[config.mk]
export PLATFORM = sky130hd
export DESIGN_NAME = halfpel_interp
export DESIGN_NICKNAME = d
export VERILOG_FILES = /design/src/rtl/halfpel_interp.sv
export SDC_FILE = /design/constraint.sdc
export NUM_CORES = 1
export LEC_CHECK = 0
export BUFFER_PORTS_ARGS = -buffer_cell sky130_fd_sc_hd__buf_2
export CORE_MARGIN = 1
export CORE_UTILIZATION = 45
export DETAILED_ROUTE_END_ITERATION = 6
export GPL_ROUTABILITY_DRIVEN = 0
export PLACE_DENSITY_LB_ADDON = 0.25
export SLEW_MARGIN = 15
export SYNTH_ARGS = -nofsm -noshare
export SYNTH_HDL_FRONTEND = slang
export SYNTH_SLANG_ARGS = --single-unit
[constraint.sdc]
create_clock -name clk -period 4.53 [get_ports clk]
set_input_delay 0.453 -clock clk [delete_from_list [all_inputs] [get_ports clk]]
set_output_delay 0.453 -clock clk [all_outputs]
set_load 0.02 [all_outputs]
[src/rtl/halfpel_interp.sv]
module halfpel_interp #(
  parameter int PIXW  = 8,
  parameter int LANES = 8,
  parameter int ROWS  = 8
) (
  input  logic                        clk,
  input  logic                        rst_n,
  input  logic                        in_valid,
  output logic                        in_ready,
  input  logic                        in_hx,
  input  logic                        in_hy,
  input  logic [(LANES+1)*PIXW-1:0]   in_pix,
  output logic                        out_valid,
  input  logic                        out_ready,
  output logic [LANES*PIXW-1:0]       out_pix,
  output logic                        out_last
);
  localparam int OW = LANES * PIXW;
  localparam int IW = OW + PIXW;
  localparam int CW = $clog2(ROWS + 1);
  localparam int SW = PIXW + 2;

  function automatic logic [OW-1:0] lane_lsb();
    logic [OW-1:0] m;
    m = '0;
    for (int i = 0; i < LANES; i++) m[i*PIXW] = 1'b1;
    return m;
  endfunction
  localparam logic [OW-1:0] LSB = lane_lsb();

  function automatic logic [OW-1:0] avg2(input logic [OW-1:0] x, input logic [OW-1:0] y);
    return ((x & ~LSB) >> 1) + ((y & ~LSB) >> 1) + ((x | y) & LSB);
  endfunction

  logic [CW-1:0] rcnt;
  logic          hx_q, hy_q;
  logic [IW-1:0] line_q;

  logic first, hx_e, hy_e, fire, emit;
  logic [CW-1:0] last_idx;
  logic [OW-1:0] cur_a, cur_b, prv_a, prv_b, quad, result;

  assign first    = (rcnt == '0);
  assign hx_e     = first ? in_hx : hx_q;
  assign hy_e     = first ? in_hy : hy_q;
  assign in_ready = !out_valid || out_ready;
  assign fire     = in_valid && in_ready;
  assign emit     = !(hy_e && first);
  assign last_idx = hy_e ? CW'(ROWS) : CW'(ROWS - 1);

  assign cur_a = in_pix[OW-1:0];
  assign cur_b = in_pix[IW-1:PIXW];
  assign prv_a = line_q[OW-1:0];
  assign prv_b = line_q[IW-1:PIXW];

  for (genvar l = 0; l < LANES; l++) begin : g_quad
    logic [SW-1:0] sum;
    assign sum = SW'(cur_a[l*PIXW +: PIXW]) + SW'(cur_b[l*PIXW +: PIXW])
               + SW'(prv_a[l*PIXW +: PIXW]) + SW'(prv_b[l*PIXW +: PIXW]) + SW'(2);
    assign quad[l*PIXW +: PIXW] = sum[SW-1:2];
  end

  always_comb begin
    case ({hy_e, hx_e})
      2'b00:   result = cur_a;
      2'b01:   result = avg2(cur_a, cur_b);
      2'b10:   result = avg2(prv_a, cur_a);
      default: result = quad;
    endcase
  end

  always_ff @(posedge clk) begin
    if (!rst_n) begin
      rcnt      <= '0;
      hx_q      <= 1'b0;
      hy_q      <= 1'b0;
      line_q    <= '0;
      out_valid <= 1'b0;
      out_pix   <= '0;
      out_last  <= 1'b0;
    end else begin
      if (fire) begin
        line_q <= in_pix;
        if (first) begin
          hx_q <= in_hx;
          hy_q <= in_hy;
        end
        rcnt <= (rcnt == last_idx) ? '0 : rcnt + CW'(1);
      end
      if (fire && emit) begin
        out_valid <= 1'b1;
        out_pix   <= result;
        out_last  <= (rcnt == last_idx);
      end else if (out_ready) begin
        out_valid <= 1'b0;
      end
    end
  end
endmodule


==> results by group, run 1 <==
Yosys
  – Synthesized area: 19,000 µm²
  – Ys async rst share: 0%
  – Syn nets: 2,767
  – Register area share after synthesis: 15.1%
  – Syn Area/Cell: 8.36 µm²
  – Post-synth cell types: 106
  – YS warnings: 0
  – Synth top area cells: ha_1, dfxtp_1, fa_1
  – Main flop type after synthesis: dfxtp_1
  – Yosys top cell by area: ha_1
  – Count of state elements after synthesis: 144
  – Post-synth EDFFs: 0
  – Area share of the largest cell type after synthesis: 18.0%
  – Cells after synthesis: 2,277

Die
  – Core footprint: 41,300 µm²
  – Starting Density: 46.1%
  – Rows: 74
  – I/O Pins: 145
  – Die ar.: 43,100 µm²
  – DIE WIDTH: 208 µm
  – Die H: 208 µm

Worst setup path
  – CP cell instances: or2_2 -> fa_1 -> ha_1 -> fa_1 -> a21o_1 -> nand4_1 -> a21oi_1 -> o21bai_2 -> o211ai_1 -> a31oi_1 -> buf_4 -> nand2_1 -> a311oi_2 -> buf_4 -> mux2i_1 -> a221oi_1 -> a21o_1
  – Delay of the slowest critical-path stage: 0.47 ns
  – Setup crit start kind: register
  – Crit Path Max Fanout: 4
  – Crit path arrival time: 4.53 ns
  – Required time of the critical path: 4.94 ns
  – Kind of end point of the critical path: register
  – Setup CP Type: reg -> reg
  – Slowest CP cell: fa_1

Route
  – Initial detailed-routing violation count: 1,800
  – Pre-antenna DRT Iters: 5
  – Final WL: 68.4 mm
  – DRT antenna net count: 0
  – Drt drc: 0
  – Vias: 18,400
  – Drt via density: 6.27
  – Wire per inst: 23.4 µm

STA
  – Setup TNS: 0 ns
  – Layout Skew: 0.0148 ns
  – Final setup fails: 0
  – Max Fclk: 243 MHz
  – Final Hold Viols: 0
  – RSZ-0062 raised after global routing: false
  – Slew Limit Fails: 0
  – Final min period: 4.12 ns
  – Slew margin rel.: 34.9%
  – Slew @ Worst Pin: 0.976 ns
  – Period Utilization, post-route: 90.9%
  – Setup ws final: 0.413 ns

Power and ir drop
  – Cell leakage power: 9.66 nW
  – PD cells: 314 nW/µm²
  – Worst vdd ir: 0.296 mV
  – Total power draw: 6.60 mW

Clock tree
  – Worst-path clk slew: 0.08 ns
  – Post-CTS setup buffers: 0
  – Worst-Skew Late Latency: 0.51 ns
  – Clock sinks: 144
  – Clock Path Buffers: 2
  – # resized after CTS: 0
  – Total CTS buffers: 17
  – Clock Root Buffer: clkbuf_16
  – H-tree levels: 4
  – # hold bufs at CTS: 0
  – CTS tree: built

Finish
  – Area delta synth->final: 10.2%
  – Share of cells above drive strength 1: 12.2%
  – N_diodes: 0
  – Layout Nets: 2,871
  – Design Area, Final: 21,000 µm²
  – Fin util: 50.8%

Place
  – Dpl ws: 0.178 ns
  – Placed instance area: 20,300 µm²
  – I/O Buffers: 144
  – Post-DP HPWL: 52.3 mm

GRT
  – Vias in the first global route: 18,200
  – GRT Total Usage: 32.3%
  – Gr ovfl total: 0
  – Largest net degree at the start of global routing: 81
  – First-pass GRT wire length: 106 mm
  – Initial antenna violation count: 1

Min path
  – Worst hold-check path type: in -> reg

Outcome
  – Status: completed

Run
  – Max Cap Violations: 0
-- worst max-delay path, delay by kind of cell, from the launching register on --
kind,cells,cell delay [ns]
and+or+nand+nor,3,0.54
adders and majority gates,3,1.11
muxes,1,0.18
buffers and inverters,2,0.35
DFF,1,0.34
AOI/OAI and AO/OA,8,1.51
-- cell usage after synthesis (all sizes together) (26+ instances only) --
cell	n
a211oi	28
a21o	65
a21oi	233
and3	26
clkbuf	80
dfxtp	144
fa	138
ha	274
inv	123
nand2	302
nand3	51
nand4	33
nor2	112
nor3	84
o211ai	32
o21a	49
o21ai	111
xnor2	73
xor2	41
-- per-stage QoR --
stage | hold slack [ns] | cells
6_report | 0.226 | 2926
5_1_grt | 0.214 | 2926
4_1_cts | 0.185 | 2926
3_5_place_dp | 0.441 | 2894
3_3_place_gp | 0.438 | 2894
2_1_floorplan | 0.436 | 2277
-- routing by layer --
| layer | up-vias | GRT usage [%] | wire length (µm) |
|---|---|---|---|
| met5 | - | 0 | 0 |
| met4 | 0 | 14.5 | 2870 |
| met3 | 190 | 8.02 | 6290 |
| met2 | 877 | 49.1 | 29900 |
| met1 | 8851 | 43.0 | 29400 |
| li1 | 8442 | - | - |
-- sequential cells by signal (all words and copies together) (netlist names) --
| register | count |
|---|---|
| out_pix | 64 |
| out_valid | 1 |
| out_last | 1 |
| line_q | 72 |
| hx_q | 1 |
| rcnt | 4 |
| hy_q | 1 |
-- layout by cell type (no fill, tap or decap), drive strengths merged, types with 8 or more instances in the layout --
cell	netlist	layout
o21bai	20	20
a31oi	16	16
inv	123	126
or2	8	8
a41oi	8	8
mux2i	8	8
fa	138	138
o211ai	32	32
o311ai	12	12
o21a	49	49
xor2	41	41
dfxtp	144	144
o21ai	111	111
o221ai	9	9
buf	16	181
nor2	112	112
o31ai	24	24
a21oi	233	233
and3	26	26
nor3	84	84
ha	274	274
and2	13	13
a221oi	12	12
nand4	33	33
a21o	65	65
clkbuf	80	18
nand3	51	51
xnor2	73	73
a22o	8	8
a32o	8	8
nand2	302	302
a211oi	28	28
or3	11	11
nor2b	13	13
nand2b	14	14
-- power breakdown --
part           internal [mW]  total (mW)  switching, mW
clock network          0.943        1.65          0.706
logic                   1.32        3.42           2.10
registers               1.39        1.52          0.136
-- path summary, 6_finish.rpt --
check                                        startpoint                       end  slack [ns]  depth (start not counted)
worst min register to register  out_pix[2]$_SDFFE_PN0P_   out_pix[2]$_SDFFE_PN0P_        0.45                          2
worst max register to register   line_q[0]$_SDFFE_PN0P_  out_pix[49]$_SDFFE_PN0P_        0.41                         17
worst max-delay path             line_q[0]$_SDFFE_PN0P_  out_pix[49]$_SDFFE_PN0P_        0.41                         17
worst min-delay path                         in_pix[64]   line_q[64]$_SDFFE_PN0P_        0.23                          3
-- kinds of logic (layout without fill, tap and decap cells) --
family                   after synthesis  in the layout  share of synthesized area (%)
AO/OA/AOI/OAI                        691            691                           25.0
XOR/XNOR                             114            114                           5.25
adder cells (fa/ha/maj)              412            412                           32.5
buffers and inverters                219            336                           4.69
flip-flops                           144            144                           15.1
multiplexers                          11             11                          0.657
AND/OR/NAND/NOR                      686            686                           16.8
-- layout make-up --
cell class,count,area (µm²)
fill,3961,20300
multi-input combinational,1914,15300
sequential,144,2880
timing repair buffer,181,1010
tap,532,666
inverter,123,463
clock buffer,18,439
clock inverter,14,203
No activity file was read; power rests on OpenSTA's default activity.
==> run 2: changes to the inputs <==
CORE_UTILIZATION = 30   (was 45)
==> run 2 against run 1 <==
Power grew 0.15%. Wire length grew 8.7%. Final area increased by 2.1%. Largest cell class unchanged. Clock power is 2% lower.
==> results by group, run 2 (synthesis results as in run 1) <==
Outcome
  – Status: completed

Clock tree
  – Post-CTS setup buffers: 0 (unchanged)
  – # resized after CTS: 0 (unchanged)
  – CTS tree: built
  – Clock Path Buffers: 2 (unchanged)
  – Worst-Skew Late Latency: 0.51 ns (about the same)
  – Clock sinks: 144 (unchanged)
  – Worst-path clk slew: 0.07 ns (about the same)
  – # hold bufs at CTS: 0 (unchanged)
  – Clock Root Buffer: clkbuf_16
  – Total CTS buffers: 17 (unchanged)
  – H-tree levels: 4 (unchanged)

Die
  – Rows: 91 (+23%)
  – Die H: 254 µm (+22%)
  – DIE WIDTH: 254 µm (+22%)
  – Core footprint: 62,200 µm² (+51%)
  – Die ar.: 64,500 µm² (+49%)
  – I/O Pins: 145 (unchanged)
  – Starting Density: 30.6% (-15 points)

Worst setup path
  – Setup CP Type: reg -> reg
  – Setup crit start kind: register
  – Kind of end point of the critical path: register
  – Setup slack, reg-to-reg: 0.36 ns (-0.05 ns)
  – Required time of the critical path: 4.94 ns (about the same)
  – Crit path arrival time: 4.57 ns (+0.04 ns)
  – Crit Path Max Fanout: 4 (unchanged)

Finish
  – # fillers: 6,612 (+67%)
  – Highest-count cells in the layout ignoring fill and taps: nand2_1, ha_1, a21oi_1
  – N_diodes: 0 (unchanged)
  – Largest registers: line_q: 72 flops, out_pix: 64 flops, rcnt: 4 flops
  – Area delta synth->final: 12.6%
  – Layout Nets: 2,878 (+0.24%)
  – Commonest non-fill, non-tap cell in the layout: nand2_1
  – Share of cells above drive strength 1: 12.4% (+0.17 points)
  – Final non-filler cell total: 3,238 (+11%)
  – Largest register FFs: 72 (unchanged)
  – Top reg by flops: line_q

Route
  – Final WL: 74.4 mm (+8.7%)
  – Pre-antenna DRT Iters: 5 (unchanged)
  – Initial detailed-routing violation count: 1,293 (-28%)
  – Wire per inst: 23.0 µm (-1.8%)
  – Vias: 18,000 (-1.8%)
  – Drt via density: 5.57 (-11%)
  – DRT antenna net count: 0 (unchanged)
  – Drt drc: 0 (unchanged)

Power and ir drop
  – Power share of the clock group: 24.4% (-0.6 points)
  – Worst vdd ir: 0.326 mV (+10%)
  – Cell leakage power: 9.69 nW (+0.33%)
  – Switching Power: 2.97 mW (+0.75%)
  – Switching Fraction: 44.9% (+0.27 points)
  – Sequential Power Share: 23.2% (about the same)
  – PD cells: 308 nW/µm² (-1.9%)
  – Pint: 3.64 mW (-0.34%)
  – Comb power frac: 52.4% (+0.5 points)
  – Total power draw: 6.61 mW (+0.15%)

Min path
  – Worst hold-check path type: in -> reg

STA
  – Layout Skew: 0.0217 ns (+0.00688 ns)
  – Period Utilization, post-route: 92.0% (+1.1 points)
  – Slew Limit Fails: 0 (unchanged)
  – Final setup fails: 0 (unchanged)
  – RSZ-0062 raised after global routing: false
  – Slew margin rel.: 36.1% (+1.1 points)
  – Final Hold Slack: 0.230 ns (+0.00409 ns)
  – Setup TNS: 0 ns (unchanged)
  – Slew @ Worst Pin: 0.959 ns (-0.0169 ns)
  – Max Fclk: 240 MHz (-1.2%)
  – Final min period: 4.17 ns (+0.0493 ns)
  – Final Hold Viols: 0 (unchanged)

Place
  – I/O Buffers: 144 (unchanged)
  – Post-DP HPWL: 57.5 mm (+9.9%)
  – Inst Count DP: 3,206 (+11%)

GRT
  – Gr ovfl total: 0 (unchanged)
  – Largest net degree at the start of global routing: 79 (-2.5%)
  – Initial antenna violation count: 3 (+2)
  – First-pass GRT wire length: 112 mm (+5.6%)
  – Vias in the first global route: 17,800 (-2.3%)
  – GRT Total Usage: 23.3% (-8.9 points)

Run
  – Max Cap Violations: 0 (unchanged)
-- run 2: changes by cell type in the layout (fill, tap and decap cells not counted) --
cell | before | now
clkinv_4 | 4 | 2
clkbuf_1 | 0 | 2
buf_4 | 36 | 40
inv_6 | 4 | 2
clkbuf_8 | 1 | 0
buf_12 | 1 | 4
clkinv_2 | 2 | 4
clkinvlp_4 | 1 | 2
-- run 2: final timing paths --
| path | start | endpoint | depth (start not counted) |
|---|---|---|---|
| max | line_q[0]$_SDFFE_PN0P_ | out_pix[49]$_SDFFE_PN0P_ | 17 |
| min | in_pix[67] | line_q[67]$_SDFFE_PN0P_ | 3 |
| max reg2reg | line_q[0]$_SDFFE_PN0P_ | out_pix[49]$_SDFFE_PN0P_ | 17 |
| min reg2reg | out_pix[34]$_SDFFE_PN0P_ | out_pix[34]$_SDFFE_PN0P_ | 2 |
-- run 2: final cells by class --
cell class / instances / area (µm²) / share of cell area [%]
tap: 837 / 1050 / 4.89
clock inverter: 13 / 185 / 0.864
timing repair buffer: 188 / 1100 / 5.14
clock buffer: 19 / 433 / 2.02
inverter: 123 / 463 / 2.16
multi-input combinational: 1914 / 15300 / 71.5
sequential: 144 / 2880 / 13.5
-- run 2: metal layers --
metal	routed length [µm]	global-route usage, %	vias to the layer above
li1	-	-	8453
met1	34200	31.8	8870
met2	33500	37.5	604
met3	5090	4.72	91
met4	1480	5.75	6
met5	36	0	-
-- run 2: power groups by stage --
stage	logic, mW	registers [mW]	clock network, mW
6_report	3.46	1.53	1.61
5_1_grt	3.82	1.55	1.68
4_1_cts	3.43	1.54	1.64
3_5_place_dp	3.40	1.57	0
3_3_place_gp	3.37	1.56	0
2_1_floorplan	2.25	1.59	0
-- run 2: worst max-delay path, cell delays in order, from the launching register on --
cell	delay, ns
dfxtp_1	0.33
or2_2	0.31
fa_1	0.37
ha_1	0.26
fa_1	0.48
a21o_1	0.19
nand4_1	0.14
a21oi_1	0.20
o21bai_2	0.21
o211ai_1	0.13
a31oi_1	0.16
buf_4	0.15
nand2_1	0.10
a311oi_2	0.37
buf_4	0.19
mux2i_1	0.21
a221oi_1	0.10
a21o_1	0.17
-- run 2: through the flow --
| step | setup slack, ns | instance area [µm²] | util, % |
|---|---|---|---|
| 2_1_floorplan | 0.739 | 19000 | - |
| 3_3_place_gp | 0.200 | 20800 | 33.5 |
| 3_5_place_dp | 0.157 | 20800 | 33.5 |
| 4_1_cts | 0.400 | 21400 | 34.5 |
| 5_1_grt | 0.142 | 21400 | 34.5 |
| 6_report | 0.364 | 21400 | 34.5 |
